## src/rtl/vmc_pkg.sv

```systemverilog
// Package vmc_pkg
// Shared types and constants for the operating-mode controller.
// Assumes 8-bit registers. The field positions below are what the
// decision logic decodes.
package vmc_pkg;

    localparam int REG_W = 8;
    localparam int NREG  = 4;

    // Register slots in the register file
    localparam int SLOT_STD   = 0;
    localparam int SLOT_CTRL  = 1;
    localparam int SLOT_PWR   = 2;
    localparam int SLOT_TMODE = 3;

    localparam logic [1:0] TMODE_MASTER = 2'b00;

    // Control register layout
    typedef struct packed {
        logic       sleep;        // bit 7
        logic       pix_valid;    // bit 6
        logic       std_from_reg; // bit 5
        logic       spare4;       // bit 4
        logic       ped_on;       // bit 3
        logic [2:0] spare;        // bits 2:0
    } ctrl_t;

endpackage

```

## src/rtl/vmc_regfile.sv

```systemverilog
// Module vmc_regfile
// Holds the four mode registers and decodes bus writes and reads.
// Assumes a single-cycle write strobe. A write or read to an
// unmapped address has no effect and reads back zero.
module vmc_regfile
    import vmc_pkg::*;
#(
    parameter int AW = 8,
    parameter logic [AW-1:0] ADDR_STD   = 'h00,
    parameter logic [AW-1:0] ADDR_CTRL  = 'h02,
    parameter logic [AW-1:0] ADDR_PWR   = 'h06,
    parameter logic [AW-1:0] ADDR_TMODE = 'h0A
) (
    input  logic             clk,
    input  logic             rst_n,
    input  logic [AW-1:0]    addr,
    input  logic [REG_W-1:0] wdata,
    input  logic             wr,
    output logic [REG_W-1:0] rdata,
    output logic [REG_W-1:0] std_q,
    output logic [REG_W-1:0] ctrl_q,
    output logic [REG_W-1:0] pwr_q,
    output logic [REG_W-1:0] tmode_q
);

    logic [AW-1:0]    addr_tab [NREG];
    logic [NREG-1:0]  hit;
    logic [REG_W-1:0] q [NREG];

    assign addr_tab[SLOT_STD]   = ADDR_STD;
    assign addr_tab[SLOT_CTRL]  = ADDR_CTRL;
    assign addr_tab[SLOT_PWR]   = ADDR_PWR;
    assign addr_tab[SLOT_TMODE] = ADDR_TMODE;

    // Address compare, one comparator per register slot
    for (genvar g = 0; g < NREG; g++) begin : g_dec
        assign hit[g] = (addr == addr_tab[g]);
    end

    // Register storage: clear on reset, load on a matching write
    always_ff @(posedge clk) begin
        if (!rst_n) begin
            for (int i = 0; i < NREG; i++) q[i] <= '0;
        end else if (wr) begin
            for (int i = 0; i < NREG; i++)
                if (hit[i]) q[i] <= wdata;
        end
    end

    // Read multiplexer: OR of the selected slots, zero when nothing matches
    always_comb begin
        rdata = '0;
        for (int i = 0; i < NREG; i++)
            if (hit[i]) rdata = rdata | q[i];
    end

    assign std_q   = q[SLOT_STD];
    assign ctrl_q  = q[SLOT_CTRL];
    assign pwr_q   = q[SLOT_PWR];
    assign tmode_q = q[SLOT_TMODE];


    ignored_addr_chk: assert property (@(posedge clk) disable iff (!rst_n)
        (wr && hit == '0) |=> ($stable(std_q) && $stable(ctrl_q)
                               && $stable(pwr_q) && $stable(tmode_q)));


    sleep_clear_chk: assert property (@(posedge clk) disable iff (!rst_n)
        (wr && hit[SLOT_CTRL] && !wdata[REG_W-1]) |=> !ctrl_q[REG_W-1]);

endmodule

```

## src/rtl/vmc_decide.sv

```systemverilog
// Module vmc_decide
// Combinational decisions: the source of the standard, the pedestal
// gate, blanking, the forced timing mode and the source of sleep.
// Assumes the pins have already been synchronised by the caller.
module vmc_decide
    import vmc_pkg::*;
(
    input  logic [REG_W-1:0] std_q,
    input  logic [REG_W-1:0] ctrl_q,
    input  logic [REG_W-1:0] pwr_q,
    input  logic [REG_W-1:0] tmode_q,
    input  logic             std_pin,
    input  logic             slp_pin_a,
    input  logic             slp_pin_b,
    output logic             std_pal,
    output logic             ped_en,
    output logic             blank_d,
    output logic [1:0]       tmode_d,
    output logic             sleep_d
);

    ctrl_t c;
    assign c = ctrl_t'(ctrl_q);

    // Standard source: register field or external pin
    always_comb std_pal = c.std_from_reg ? std_q[0] : std_pin;

    // Pedestal only under NTSC
    always_comb ped_en = c.ped_on & ~std_pal;

    // Blanking and forced master timing until pixel data is valid
    always_comb begin
        blank_d = ~c.pix_valid;
        tmode_d = c.pix_valid ? tmode_q[1:0] : TMODE_MASTER;
    end

    // Sleep source: software bit when enabled, legacy pin pair otherwise
    always_comb sleep_d = pwr_q[0] ? c.sleep : (slp_pin_a & slp_pin_b);

endmodule

```

## src/rtl/vmc_outreg.sv

```systemverilog
// Module vmc_outreg
// Output register stage for blanking, timing mode and sleep request.
// Assumes decisions arrive from combinational logic. The outputs
// change one clock after their inputs change.
module vmc_outreg
    import vmc_pkg::*;
(
    input  logic       clk,
    input  logic       rst_n,
    input  logic       blank_d,
    input  logic [1:0] tmode_d,
    input  logic       sleep_d,
    output logic       pix_blank,
    output logic [1:0] timing_mode,
    output logic       sleep_req
);

    // Capture decisions; reset state is blanked, master, awake
    always_ff @(posedge clk) begin
        if (!rst_n) begin
            pix_blank   <= 1'b1;
            timing_mode <= TMODE_MASTER;
            sleep_req   <= 1'b0;
        end else begin
            pix_blank   <= blank_d;
            timing_mode <= tmode_d;
            sleep_req   <= sleep_d;
        end
    end


    reset_state_chk: assert property (@(posedge clk) disable iff (!rst_n)
        !$past(rst_n) |-> (pix_blank && !sleep_req && timing_mode == TMODE_MASTER));


    master_when_blank_chk: assert property (@(posedge clk) disable iff (!rst_n)
        pix_blank |-> timing_mode == TMODE_MASTER);

endmodule

```

## src/rtl/vmc_mode_ctrl.sv

```systemverilog
// Module vmc_mode_ctrl (top)
// Operating-mode controller: register storage plus decision logic
// for blanking, timing mode, video standard, pedestal and sleep.
// Assumes a synchronous active-low reset and pins in the clk domain.
module vmc_mode_ctrl
    import vmc_pkg::*;
#(
    parameter int AW = 8,
    parameter logic [AW-1:0] ADDR_STD   = 'h00,
    parameter logic [AW-1:0] ADDR_CTRL  = 'h02,
    parameter logic [AW-1:0] ADDR_PWR   = 'h06,
    parameter logic [AW-1:0] ADDR_TMODE = 'h0A
) (
    input  logic             clk,
    input  logic             rst_n,
    input  logic [AW-1:0]    bus_addr,
    input  logic [REG_W-1:0] bus_wdata,
    input  logic             bus_wr,
    output logic [REG_W-1:0] rd_data,
    input  logic             std_pin,
    input  logic             slp_pin_a,
    input  logic             slp_pin_b,
    output logic             pix_blank,
    output logic [1:0]       timing_mode,
    output logic             std_pal,
    output logic             pedestal_en,
    output logic             sleep_req
);

    logic [REG_W-1:0] std_q, ctrl_q, pwr_q, tmode_q;
    logic             blank_d, sleep_d;
    logic [1:0]       tmode_d;

    vmc_regfile #(
        .AW(AW), .ADDR_STD(ADDR_STD), .ADDR_CTRL(ADDR_CTRL),
        .ADDR_PWR(ADDR_PWR), .ADDR_TMODE(ADDR_TMODE)
    ) u_regs (
        .clk(clk), .rst_n(rst_n), .addr(bus_addr), .wdata(bus_wdata),
        .wr(bus_wr), .rdata(rd_data), .std_q(std_q), .ctrl_q(ctrl_q),
        .pwr_q(pwr_q), .tmode_q(tmode_q)
    );

    vmc_decide u_decide (
        .std_q(std_q), .ctrl_q(ctrl_q), .pwr_q(pwr_q), .tmode_q(tmode_q),
        .std_pin(std_pin), .slp_pin_a(slp_pin_a), .slp_pin_b(slp_pin_b),
        .std_pal(std_pal), .ped_en(pedestal_en), .blank_d(blank_d),
        .tmode_d(tmode_d), .sleep_d(sleep_d)
    );

    vmc_outreg u_out (
        .clk(clk), .rst_n(rst_n), .blank_d(blank_d), .tmode_d(tmode_d),
        .sleep_d(sleep_d), .pix_blank(pix_blank), .timing_mode(timing_mode),
        .sleep_req(sleep_req)
    );


    pedestal_pal_chk: assert property (@(posedge clk) disable iff (!rst_n)
        std_pal |-> !pedestal_en);

endmodule

```

## config.mk

```make
export PLATFORM = sky130hd
export DESIGN_NAME = vmc_mode_ctrl
export DESIGN_NICKNAME = d
export VERILOG_FILES = /design/src/rtl/vmc_pkg.sv /design/src/rtl/vmc_regfile.sv /design/src/rtl/vmc_decide.sv /design/src/rtl/vmc_outreg.sv /design/src/rtl/vmc_mode_ctrl.sv
export SDC_FILE = /design/constraint.sdc
export NUM_CORES = 1
export LEC_CHECK = 0
export CORE_MARGIN = 10
export CORE_UTILIZATION = 45
export DETAILED_ROUTE_END_ITERATION = 12
export DONT_BUFFER_PORTS = 1
export RECOVER_POWER = 100
export SLEW_MARGIN = 20
export SYNTH_ARGS = -nofsm -noshare
export SYNTH_HDL_FRONTEND = slang
export SYNTH_HIERARCHICAL = 1
export SYNTH_SLANG_ARGS = --single-unit
```

## constraint.sdc

```tcl
create_clock -name clk -period 6.4 [get_ports clk]
set_input_delay 1.28 -clock clk [delete_from_list [all_inputs] [get_ports clk]]
set_output_delay 1.28 -clock clk [all_outputs]
set_load 0.005 [all_outputs]
```

==> run summary <==
Synth cell types: 27
Final period util: 0.594
Grt total ovfl: 0
CP Buf/Inv Count: 0
Synth top area share: 0.549
Global-route usage over all layers: 0.119
Unrepaired setup endpoints after global routing: no
DR pass1 iterations: 4
Slew Viols, Final: 0
Post-Syn Nets: 157
Vias: 1047
CTS Sinks: 36
P per Cell Area: 244 nW/um2
Arr. time, crit path: 2.52 ns
Post-Syn Instances: 135
Height of the die: 82.3 um
Antenna Nets Post-Route: 0
Area of the multi-input gates: 594 um2
H-tree lvl count: 2
DRC viols: 0
Worst reg-to-reg path cell count: 2
Cell Area, Placed: 1810 um2
Total Wirelength: 3860 um
Die W: 82.3 um
CTS clk-pin slew, worst paths: 0.06 ns
CTS resizes: 0
Total die area: 6780 um2
Input/output buffers: 0
Reg-to-Reg End: u_out/timing_mode[1]$_SDFF_PN0_
Leakage power: 0.599 nW
CTS tree: yes
Setup violators final: 0
CP max stage cell: or3_1
Hold Path Depth: 2
Slew HR: 0.0825
Ant. Diodes: 0
Post-CTS setup buffer count: 0
Worst-path fanout max: 9
Final nets: 162
CORE AREA: 3720 um2
Vias in the first global route: 1110
CP Depth: 3
Flop-to-flop setup slack: 5.54 ns
Filler instances: 337
Initial DRC Count: 67
Aggregate negative setup slack: 0 ns
Kind of critical path: primary input to output port
Min-delay src: u_regs/q[3][0]$_SDFFCE_PN0P_
Max Buffers Root-to-Sink: 2
IO Count: 36
Register area share after synthesis: 0.595
CP Launch Type: primary input
Reg-to-Reg Start: u_regs/q[1][6]$_SDFFCE_PN0P_
Critical path's top delay family: simple AND/OR/NAND/NOR gates
Max-Cap Viols: 0
Worst Hold Path EP: u_out/timing_mode[0]$_SDFF_PN0_
Ys Warns: 6
Worst slew pin tran: 1.36 ns
Root buf cell: clkbuf_8
Synth-to-Final Area Change: 3.43%
Avg WL per Cell: 20.4 um
Worst path required time: 5.12 ns
Routability cong.: 0.738
Peak supply drop: 0.000102 V
Initial Util: 0.471
Post-CTS Hold Buffers: 0
Reg area: 1040 um2
Clock Skew: 0.000548 ns
Avg Cell Area, Syn: 13.0 um2
Crit-path most repeated cell: or3_1
Worst path cell trace: or3_1, or3_1, o22ai_1
Post-DP HPWL: 2790 um
Largest net degree at the start of global routing: 13
Initial antenna violation count: 0
Fin. Hold Viols: 0
Finished layout cell area: 1810 um2
Outcome: finished, final reports clean
First-pass GRT wire length: 5950 um
CTS buffer count: 5
Via/cell ratio: 5.54
Top cells by area, synth: edfxtp_1 55%, and2_1 13%, dfxtp_1 4.6%, mux2i_1 4.6%, nor4_4 3.6%
Area leader, netlist: edfxtp_1
CP Capture Type: output port
Row count: 22
Fraction of layout cells with a size suffix above 1: 0.0496
Latest clock arrival within the worst-skew pair: 0.28 ns
HP Class: register to register
CP max stage delay: 0.54 ns
Minimum clock period: 3.80 ns
FMAX: 263 MHz
FF+latch count, synth: 36
Cell Area, Synth: 1750 um2
==> sequential cells by signal, indices dropped and copies added, names as in the netlist <==
signal and count:
u_regs/q 32, u_out/timing_mode 2, u_out/pix_blank 1, u_out/sleep_req 1
==> cells in the final DEF (no fill, tap or decap) <==
master	instances
clkbuf_8	5
o22ai_1	8
or2_2	1
clkinv_1	1
nand2b_1	1
nand4bb_1	1
dfxtp_1	4
o21ai_0	4
inv_1	6
nor2_1	1
o41ai_1	1
clkbuf_1	5
mux2i_1	8
nor4_1	4
and2_0	30
edfxtp_1	32
nand4b_1	1
nand2_1	4
or3_4	1
mux2_1	1
nor2b_1	2
and2_1	7
a22oi_1	8
or2_0	1
or3_1	3
or4_1	1
==> cell usage after synthesis <==
library cell  instances
o41ai_1               1
o22ai_1               8
or2_1                 1
inv_1                 6
nor2b_1               2
dfxtp_1               4
clkbuf_1              2
nor4_4                3
o21ai_1               1
mux2i_1               8
nor4_2                1
buf_4                 1
or3_4                 2
nand4b_1              1
and2_1               37
mux2_4                1
or2_2                 1
or4_4                 1
a22oi_1               8
edfxtp_1             32
nand4bb_1             1
nand2_1               4
nor2_2                1
or3_1                 2
buf_2                 2
nand2b_1              1
o21ai_0               3
==> worst max-delay path by stage <==
stage	startpoint	end	slack (ns)
6_report	bus_addr[0]	rd_data[3]	2.60
5_1_grt	bus_addr[0]	rd_data[3]	2.49
4_1_cts	bus_addr[0]	rd_data[3]	2.60
3_5_place_dp	bus_addr[0]	rd_data[3]	2.60
3_3_place_gp	bus_addr[0]	rd_data[3]	2.61
2_1_floorplan	bus_addr[0]	rd_data[0]	2.78
==> metal layers <==
metal	GRT usage	part of all wire
met1	0.137	0.41
met2	0.201	0.49
met3	0.0475	0.095
met5	0	0
met4	0.0357	0.0070
==> cell type report <==
type	instances	share of cell area
Clock buffer	7	0.0422
Clock inverter	1	0.00207
Inverter	6	0.0124
Multi-Input combinational cell	88	0.328
Sequential cell	36	0.575
Tap cell	48	0.0332
Timing Repair Buffer	3	0.00622
==> where the power goes <==
| part | total (mW) | switching (mW) | leakage, nW | internal, mW |
|---|---|---|---|---|
| Clock | 0.149 | 0.0735 | 0.0399 | 0.0757 |
| Combinational | 0.0217 | 0.0128 | 0.222 | 0.00891 |
| Sequential | 0.271 | 0.00443 | 0.337 | 0.267 |
==> stage by stage <==
step,util,worst slack [ns],hold WS (ns),power (mW),instances
after floorplan,-,2.78,0.545,0.296,135
after global placement,0.486,2.61,0.573,0.300,181
after detailed placement,0.486,2.60,0.576,0.302,181
after CTS,0.508,2.60,0.591,0.451,189
after global routing,0.487,2.49,0.652,0.461,189
final,0.487,2.60,0.590,0.442,189
==> worst reg2reg max path, stage by stage (launching register included) <==
cell and delay [ns]:
edfxtp_1 0.44, and2_1 0.16, and2_0 0.15
==> kinds of logic after synthesis <==
logic type             synth area share
AOI/OAI and AO/OA                0.0794
buffers and inverters            0.0272
DFF                               0.595
muxes                            0.0544
and+or+nand+nor                   0.244
Note: power is estimated with default switching activity, not from simulation.
